File: src/rtl/gd_pkg.sv
package gd_pkg;

    // Two command inputs as received from the controller side.
    typedef struct packed {
        logic pos;   // active-high request
        logic neg;   // active-low request
    } cmd_t;

    // Supply and protection status, one bit each.
    typedef struct packed {
        logic pos_ok;
        logic neg_ok;
        logic neg_zero;
        logic therm;
        logic desat;
    } rail_t;

    localparam int CMD_W  = $bits(cmd_t);
    localparam int RAIL_W = $bits(rail_t);

    // Safe values loaded at reset: command idle, rails bad, faults present.
    localparam cmd_t  CMD_IDLE  = '{pos: 1'b0, neg: 1'b1};
    localparam rail_t RAIL_SAFE = '{pos_ok: 1'b0, neg_ok: 1'b0, neg_zero: 1'b0,
                                    therm: 1'b1, desat: 1'b1};

    typedef enum logic [1:0] {
        ST_BLOCKED = 2'd0,  // not qualified, drive forbidden
        ST_WAIT    = 2'd1,  // qualified, waiting for a fresh request edge
        ST_ARMED   = 2'd2   // switching follows the request
    } arm_state_e;

    function automatic logic cmd_demand(cmd_t c);
        return c.pos & ~c.neg;
    endfunction

    function automatic logic rails_qualified(rail_t r);
        return r.pos_ok & (r.neg_ok | r.neg_zero) & ~r.therm & ~r.desat;
    endfunction

endpackage

File: src/rtl/gd_sync.sv
module gd_sync #(
    parameter int               WIDTH   = 1,
    parameter int               STAGES  = 1,
    parameter logic [WIDTH-1:0] RST_VAL = '0
) (
    input  logic             clk,
    input  logic             rst,
    input  logic [WIDTH-1:0] d_i,
    output logic [WIDTH-1:0] q_o
);

    logic [WIDTH-1:0] chain [STAGES];

    for (genvar g = 0; g < STAGES; g++) begin : g_stage
        if (g == 0) begin : g_first
            always_ff @(posedge clk) begin
                if (rst) chain[g] <= RST_VAL;
                else     chain[g] <= d_i;
            end
        end else begin : g_next
            always_ff @(posedge clk) begin
                if (rst) chain[g] <= RST_VAL;
                else     chain[g] <= chain[g-1];
            end
        end
    end

    assign q_o = chain[STAGES-1];

endmodule

File: src/rtl/gd_edge.sv
module gd_edge
    import gd_pkg::*;
(
    input  logic clk,
    input  logic rst,
    input  cmd_t cmd_i,
    output logic demand_o,
    output logic rise_o
);

    logic demand_d;

    assign demand_o = cmd_demand(cmd_i);

    // History starts high so that reset alone never looks like an edge.
    always_ff @(posedge clk) begin
        if (rst) demand_d <= 1'b1;
        else     demand_d <= demand_o;
    end

    assign rise_o = demand_o & ~demand_d;

endmodule

File: src/rtl/gd_arm_fsm.sv
module gd_arm_fsm
    import gd_pkg::*;
(
    input  logic       clk,
    input  logic       rst,
    input  logic       qual_i,
    input  logic       demand_i,
    input  logic       rise_i,
    output arm_state_e state_o,
    output logic       gate_o
);

    arm_state_e state_q, state_nxt;
    logic       gate_nxt;

    always_comb begin
        state_nxt = state_q;
        if (!qual_i) begin
            state_nxt = ST_BLOCKED;
        end else begin
            unique case (state_q)
                ST_BLOCKED: state_nxt = ST_WAIT;
                ST_WAIT:    state_nxt = rise_i ? ST_ARMED : ST_WAIT;
                ST_ARMED:   state_nxt = ST_ARMED;
                default:    state_nxt = ST_BLOCKED;
            endcase
        end
    end

    always_comb begin
        gate_nxt = qual_i & demand_i &
                   ((state_q == ST_ARMED) | ((state_q == ST_WAIT) & rise_i));
    end

    always_ff @(posedge clk) begin
        if (rst) begin
            state_q <= ST_BLOCKED;
            gate_o  <= 1'b0;
        end else begin
            state_q <= state_nxt;
            gate_o  <= gate_nxt;
        end
    end

    assign state_o = state_q;

endmodule

File: src/rtl/gd_ctrl_core.sv
module gd_ctrl_core
    import gd_pkg::*;
#(
    parameter int SYNC_STAGES = 1
) (
    input  logic clk,
    input  logic rst,
    input  logic cmd_pos_i,
    input  logic cmd_neg_i,
    input  logic pos_rail_ok_i,
    input  logic neg_rail_ok_i,
    input  logic neg_rail_zero_i,
    input  logic therm_flt_i,
    input  logic desat_flt_i,
    output logic gate_on_o,
    output logic gate_off_o
);

    cmd_t       cmd_raw, cmd_s;
    rail_t      rail_raw, rail_s;
    logic       qual_s;
    logic       demand_s;
    logic       rise_s;
    arm_state_e state_s;

    assign cmd_raw  = '{pos: cmd_pos_i, neg: cmd_neg_i};
    assign rail_raw = '{pos_ok: pos_rail_ok_i, neg_ok: neg_rail_ok_i,
                        neg_zero: neg_rail_zero_i,
                        therm: therm_flt_i, desat: desat_flt_i};

    gd_sync #(
        .WIDTH  (CMD_W),
        .STAGES (SYNC_STAGES),
        .RST_VAL(CMD_IDLE)
    ) i_cmd_sync (
        .clk(clk),
        .rst(rst),
        .d_i(cmd_raw),
        .q_o(cmd_s)
    );

    gd_sync #(
        .WIDTH  (RAIL_W),
        .STAGES (SYNC_STAGES),
        .RST_VAL(RAIL_SAFE)
    ) i_rail_sync (
        .clk(clk),
        .rst(rst),
        .d_i(rail_raw),
        .q_o(rail_s)
    );

    assign qual_s = rails_qualified(rail_s);

    gd_edge i_edge (
        .clk     (clk),
        .rst     (rst),
        .cmd_i   (cmd_s),
        .demand_o(demand_s),
        .rise_o  (rise_s)
    );

    gd_arm_fsm i_fsm (
        .clk     (clk),
        .rst     (rst),
        .qual_i  (qual_s),
        .demand_i(demand_s),
        .rise_i  (rise_s),
        .state_o (state_s),
        .gate_o  (gate_on_o)
    );

    assign gate_off_o = ~gate_on_o;

endmodule

File: config.mk
export PLATFORM = sky130hd
export DESIGN_NAME = gd_ctrl_core
export DESIGN_NICKNAME = d
export VERILOG_FILES = /design/src/rtl/gd_pkg.sv /design/src/rtl/gd_sync.sv /design/src/rtl/gd_edge.sv /design/src/rtl/gd_arm_fsm.sv /design/src/rtl/gd_ctrl_core.sv
export SDC_FILE = /design/constraint.sdc
export NUM_CORES = 1
export LEC_CHECK = 0
export ABC_AREA = 1
export ABC_CLOCK_PERIOD_IN_PS = 980
export BUFFER_PORTS_ARGS = -buffer_cell sky130_fd_sc_hd__buf_2
export CORE_AREA = 2 2 39 41
export DETAILED_ROUTE_END_ITERATION = 16
export DIE_AREA = 0 0 41 43
export PLACE_DENSITY = 0.61
export SLEW_MARGIN = 20
export SYNTH_ARGS = -nofsm -noshare
export SYNTH_HDL_FRONTEND = slang
export SYNTH_SLANG_ARGS = --single-unit
File: constraint.sdc
create_clock -name clk -period 0.98 [get_ports clk]
set_input_delay 0.049 -clock clk [delete_from_list [all_inputs] [get_ports clk]]
set_output_delay 0.049 -clock clk [all_outputs]
set_load 0.1 [all_outputs]
Yosys cells after proc, flatten, opt, wreduce, memory -nomap -nowiden --
Memories as Yosys holds them, arrays and structs flattened. Cells that the tools add are included.
Word-level totals: logic and storage cells 36, memories 2, register bits after elaboration 4, output and inout bits 2, memory bits (writable) 7
Operators by class: equal/unequal tests 2, bitwise operators 16, multiplexer cells 9, reduce and logical (&&, ||, !) cells 4
Memories:
- i_rail_sync.chain | depth 1, bits a word 5, read ports 1, clocked after memory_dff 0, wr ports 1, line gd_sync.sv:12 | logic [WIDTH-1:0] chain [STAGES];
- i_cmd_sync.chain | depth 1, bits a word 2, read ports 1, clocked after memory_dff 0, wr ports 1, line gd_sync.sv:12
Operators with widths (count):
- AND 1 bit | 8
- inverter 1 bit | 6
- one-hot mux 2 bit (3 select lines) | 1
- two-way mux 1 bit | 5
- two-way mux 5 bit | 1
- OR reduction 5 bit | 1
- two-way mux 2 bit | 2
- OR reduction 2 bit | 2
- equality test 2 x 1 -> 1 bit (second input constant) | 1
- equality test 2 bit (second input constant) | 1
- zero test 2 bit | 1
- OR 1 bit | 2

Depth between registers and ports, before layout --
depth in word-level cells 6, gate-level depth with buffers 6, mapped depth without buffers 6

Hierarchy --
From an unflattened synthesis, not the netlist that was laid out.
Second synthesis, totals: cell total of the unflattened synthesis 49, area total of the unflattened synthesis 374.1 um^2
By module, submodules not included:
- gd_sync (i_rail_sync) | sequential area each 100.1 um^2, instances 1, cells an instance 16, area an instance 141.4 um^2
- gd_arm_fsm | sequential area each 60.1 um^2, instances 1, cells an instance 14, area an instance 107.6 um^2
- gd_sync (i_cmd_sync) | sequential area each 40.0 um^2, instances 1, cells an instance 7, area an instance 58.8 um^2
- gd_edge | sequential area each 20.0 um^2, instances 1, cells an instance 7, area an instance 47.5 um^2
- gd_ctrl_core | sequential area each 0.0 um^2, instances 1, cells an instance 5, area an instance 18.8 um^2

Worst setup path after synthesis --
Ideal clock, no wire load.
kind reg2out, from reg i_fsm.gate_o, to out gate_off_o, path slack -0.679 ns, stages on the path, launching flop included 2, data arrival time 1.610 ns, path through dfxtp_1 inv_1
On the way: word-level cells in the longest chain between the ends 1
Ends and longest elaborated chain:
- from (decl) | line gd_arm_fsm.sv:10 | output logic gate_o
- from (signal assigned) | line gd_arm_fsm.sv:41 | gate_o <= gate_nxt;
- inverter 1 bit | line gd_ctrl_core.sv:73 | assign gate_off_o = ~gate_on_o;
- to (decl) | line gd_ctrl_core.sv:16 | output logic gate_off_o
Every way passes these cells.

Final worst setup path --
Same ends and word-level chain as after synthesis.

==> impl_metrics.json <==
{
  "status": "finished clean",
  "finalNetCount": 78,
  "stdcell_area_um2": 573,
  "drc": 0,
  "p_per_area_mw_per_mm2": 1420,
  "synth_fp_nets": 57,
  "cts.sinks": 11,
  "r2r-end": "i_fsm.gate_o$_SDFF_PP0_",
  "crit_fanout": 2,
  "die-width_um": 41,
  "core_mm2": 0.00138,
  "overflow": 0,
  "root_buffer": "clkbuf_4",
  "post-route-min-period_ns": 0.931,
  "synth_top_family_by_area": "simple AND/OR/NAND/NOR gates",
  "ys_types": 8,
  "maxCapViolations": 0,
  "p_comb_share_pct": 7.4,
  "layout-drive-gt1-share_pct": 29.4,
  "cts_hold_buffers": 7,
  "hold_violations": 0,
  "pwr-share-seq_pct": 57.5,
  "yosysSeqAreaShare_pct": 57.9,
  "routedWlPerCell_um": 6.33,
  "dieHeight_um": 43,
  "cp_slowest_stage_delay_ns": 0.37,
  "worstSkewPairLatency_ns": 0.26,
  "drv_slew": 0,
  "required_ns": 0.93,
  "place.gp.congestion": 0.754,
  "p_switching_mw": 0.154,
  "htree_levels": 1,
  "start_util_pct": 27.5,
  "critPathCaptureType": "primary output",
  "rrSetupSlack_ns": 0.22,
  "cp_slowest_cell": "dfxtp_4",
  "holdCritStartpoint": "rst",
  "clockBufferDepth": 2,
  "dpl_cell_area_um2": 477,
  "postCtsResizedCells": 0,
  "grt_pass1_vias": 260,
  "clock_skew_ns": 0.00212,
  "wl_um": 532,
  "rr_startpoint": "i_fsm.state_o[0]$_SDFF_PP0_",
  "synthAdderAreaFrac_pct": 0,
  "dr.pass1.iters": 1,
  "synth_area_leader_cell": "dfxtp_1",
  "final_common_cell": "nor2_1",
  "row_count": 14,
  "fin_cells": 84,
  "track_usage_pct": 9.08,
  "diodes": 0,
  "num-fill-cells": 142,
  "synth_warnings": 0,
  "port_buffers": 10,
  "cts_tree": "built",
  "critPathKind": "reg2out",
  "vias_per_cell": 3.68,
  "ys_top_cells_by_area": "dfxtp_1 (58%), inv_1 (12%), nor2_1 (12%)",
  "power.leakage_nw": 0.283,
  "grt_first_pass_wirelength_um": 938,
  "p_total_mw": 0.812,
  "dp_hpwl_um": 371,
  "yosys.area_share.xor_xnor_pct": 0,
  "area_growth_syn_to_layout_pct": 50.7,
  "critPathArrivalTime_ns": 0.88,
  "holdPathEnd": "i_cmd_sync.chain[0][1]$_SDFF_PP0_",
  "synthMuxAreaShare_pct": 0,
  "clkTransAtPathRegs_ns": 0.06,
  "grt_max_degree": 10,
  "cp_top_family": "flip-flops",
  "syn_avg_cell_area_um2": 7.92,
  "place_inst": 73,
  "antenna_found_initial": 0,
  "peakVddDrop_v": 0.000616,
  "synth_top_area_share_pct": 57.9,
  "rsz0062_at_grt": "no",
  "whs_ns": 0.0546,
  "ys_ff_latch": 11,
  "reg2reg_depth": 6,
  "syn_inst": 48,
  "min_path_cells": 2,
  "p_int_mw": 0.659,
  "die_area_mm2": 0.00176,
  "worst_setup_path_start_kind": "flip-flop",
  "fin_crit_sh_pct": 95.0,
  "yosys.area_share.simple_pct": 27.3,
  "cts_made_buffers": 3,
  "vias": 309,
  "dr.first_iter.drc_count": 0,
  "antenna_left": 0,
  "postCtsSetupRepairBufs": 0,
  "max_freq_ghz": 1.07,
  "max-slew-margin-rel_pct": 90.5,
  "setup_viol": 0,
  "path_cells": "clkinvlp_4, buf_12",
  "synth_compound_area_share_pct": 0,
  "syn_area_um2": 380,
  "io-pin-count": 11,
  "mostFrequentLayoutCells": "nor2_1 (12), inv_1 (11), dfxtp_1 (10)",
  "holdCritPathClass": "in2reg",
  "crit_start": "i_fsm.gate_o$_SDFF_PP0_",
  "p_clk_share_pct": 35.1,
  "critPathBufInv": 2,
  "swShare_pct": 18.9,
  "tightest_slew_ns": 0.143
}
==> cell type report <==
cell class	count	area [um^2]	share of cell area (%)
Clock buffer	4	26.3	4.59
Inverter	12	48.8	8.52
Sequential cell	11	224	39.1
Multi-Input combinational cell	24	104	18.1
Timing Repair Buffer	17	150	26.2
Tap cell	16	20.0	3.49
==> kinds of logic after synthesis <==
group                  Yosys count
buffers and inverters           13
flip-flops                      11
AND/OR/NAND/NOR                 24
==> state kept, by name, summed over array words and instances (netlist names) <==
register / cells
i_cmd_sync.chain: 2
i_edge.demand_d: 1
i_fsm.state_o: 2
i_fsm.gate_o: 1
i_rail_sync.chain: 5
==> worst max path at each step <==
stage / cells after the start / endpoint / slack (ns)
floorplan: 1 / gate_off_o / -0.1
global placement: 6 / i_fsm.gate_o$_SDFF_PP0_ / 0.23
detailed placement: 6 / i_fsm.gate_o$_SDFF_PP0_ / 0.22
CTS: 2 / gate_off_o / 0.03
global route: 2 / gate_off_o / 0.02
finish: 2 / gate_off_o / 0.05
==> synth_stat cells <==
cell,instances
nand2_2,2
dfxtp_1,11
nand3_1,1
nor2_1,12
inv_1,12
nand2_1,6
or2_2,3
buf_6,1
==> power groups by stage <==
stage,clock network (mW),logic (mW),registers (mW)
final,0.285,0.0599,0.467
after global routing,0.322,0.0688,0.469
after CTS,0.301,0.0606,0.467
after detailed placement,0,0.0395,0.478
after global placement,0,0.0386,0.477
after floorplan,0,0.0260,0.477
==> metal layers <==
| layer | routed length, um | vias to the layer above | track usage (%) |
|---|---|---|---|
| li1 | - | 173 | - |
| met1 | 228 | 127 | 9.80 |
| met2 | 252 | 7 | 10.3 |
| met3 | 24 | 2 | 3.14 |
| met4 | 27 | 0 | 14.0 |
| met5 | 0 | - | 0 |
==> worst register-to-register path, stage by stage, from the launching register on <==
cell	delay (ns)
dfxtp_1	0.33
inv_1	0.04
nor2_1	0.07
nand2_1	0.07
nand2_2	0.07
nand2_2	0.05
nor2_1	0.07
==> through the flow <==
| stage | worst slack (ns) | setup TNS (ns) | utilization, % |
|---|---|---|---|
| after floorplan | -0.0952 | -0.0952 | - |
| after global placement | 0.225 | 0 | 34.4 |
| after detailed placement | 0.218 | 0 | 34.4 |
| after CTS | 0.0328 | 0 | 41.4 |
| after global routing | 0.0214 | 0 | 41.4 |
| final | 0.0485 | 0 | 41.4 |
Note: power is estimated with default switching activity, not from simulation.
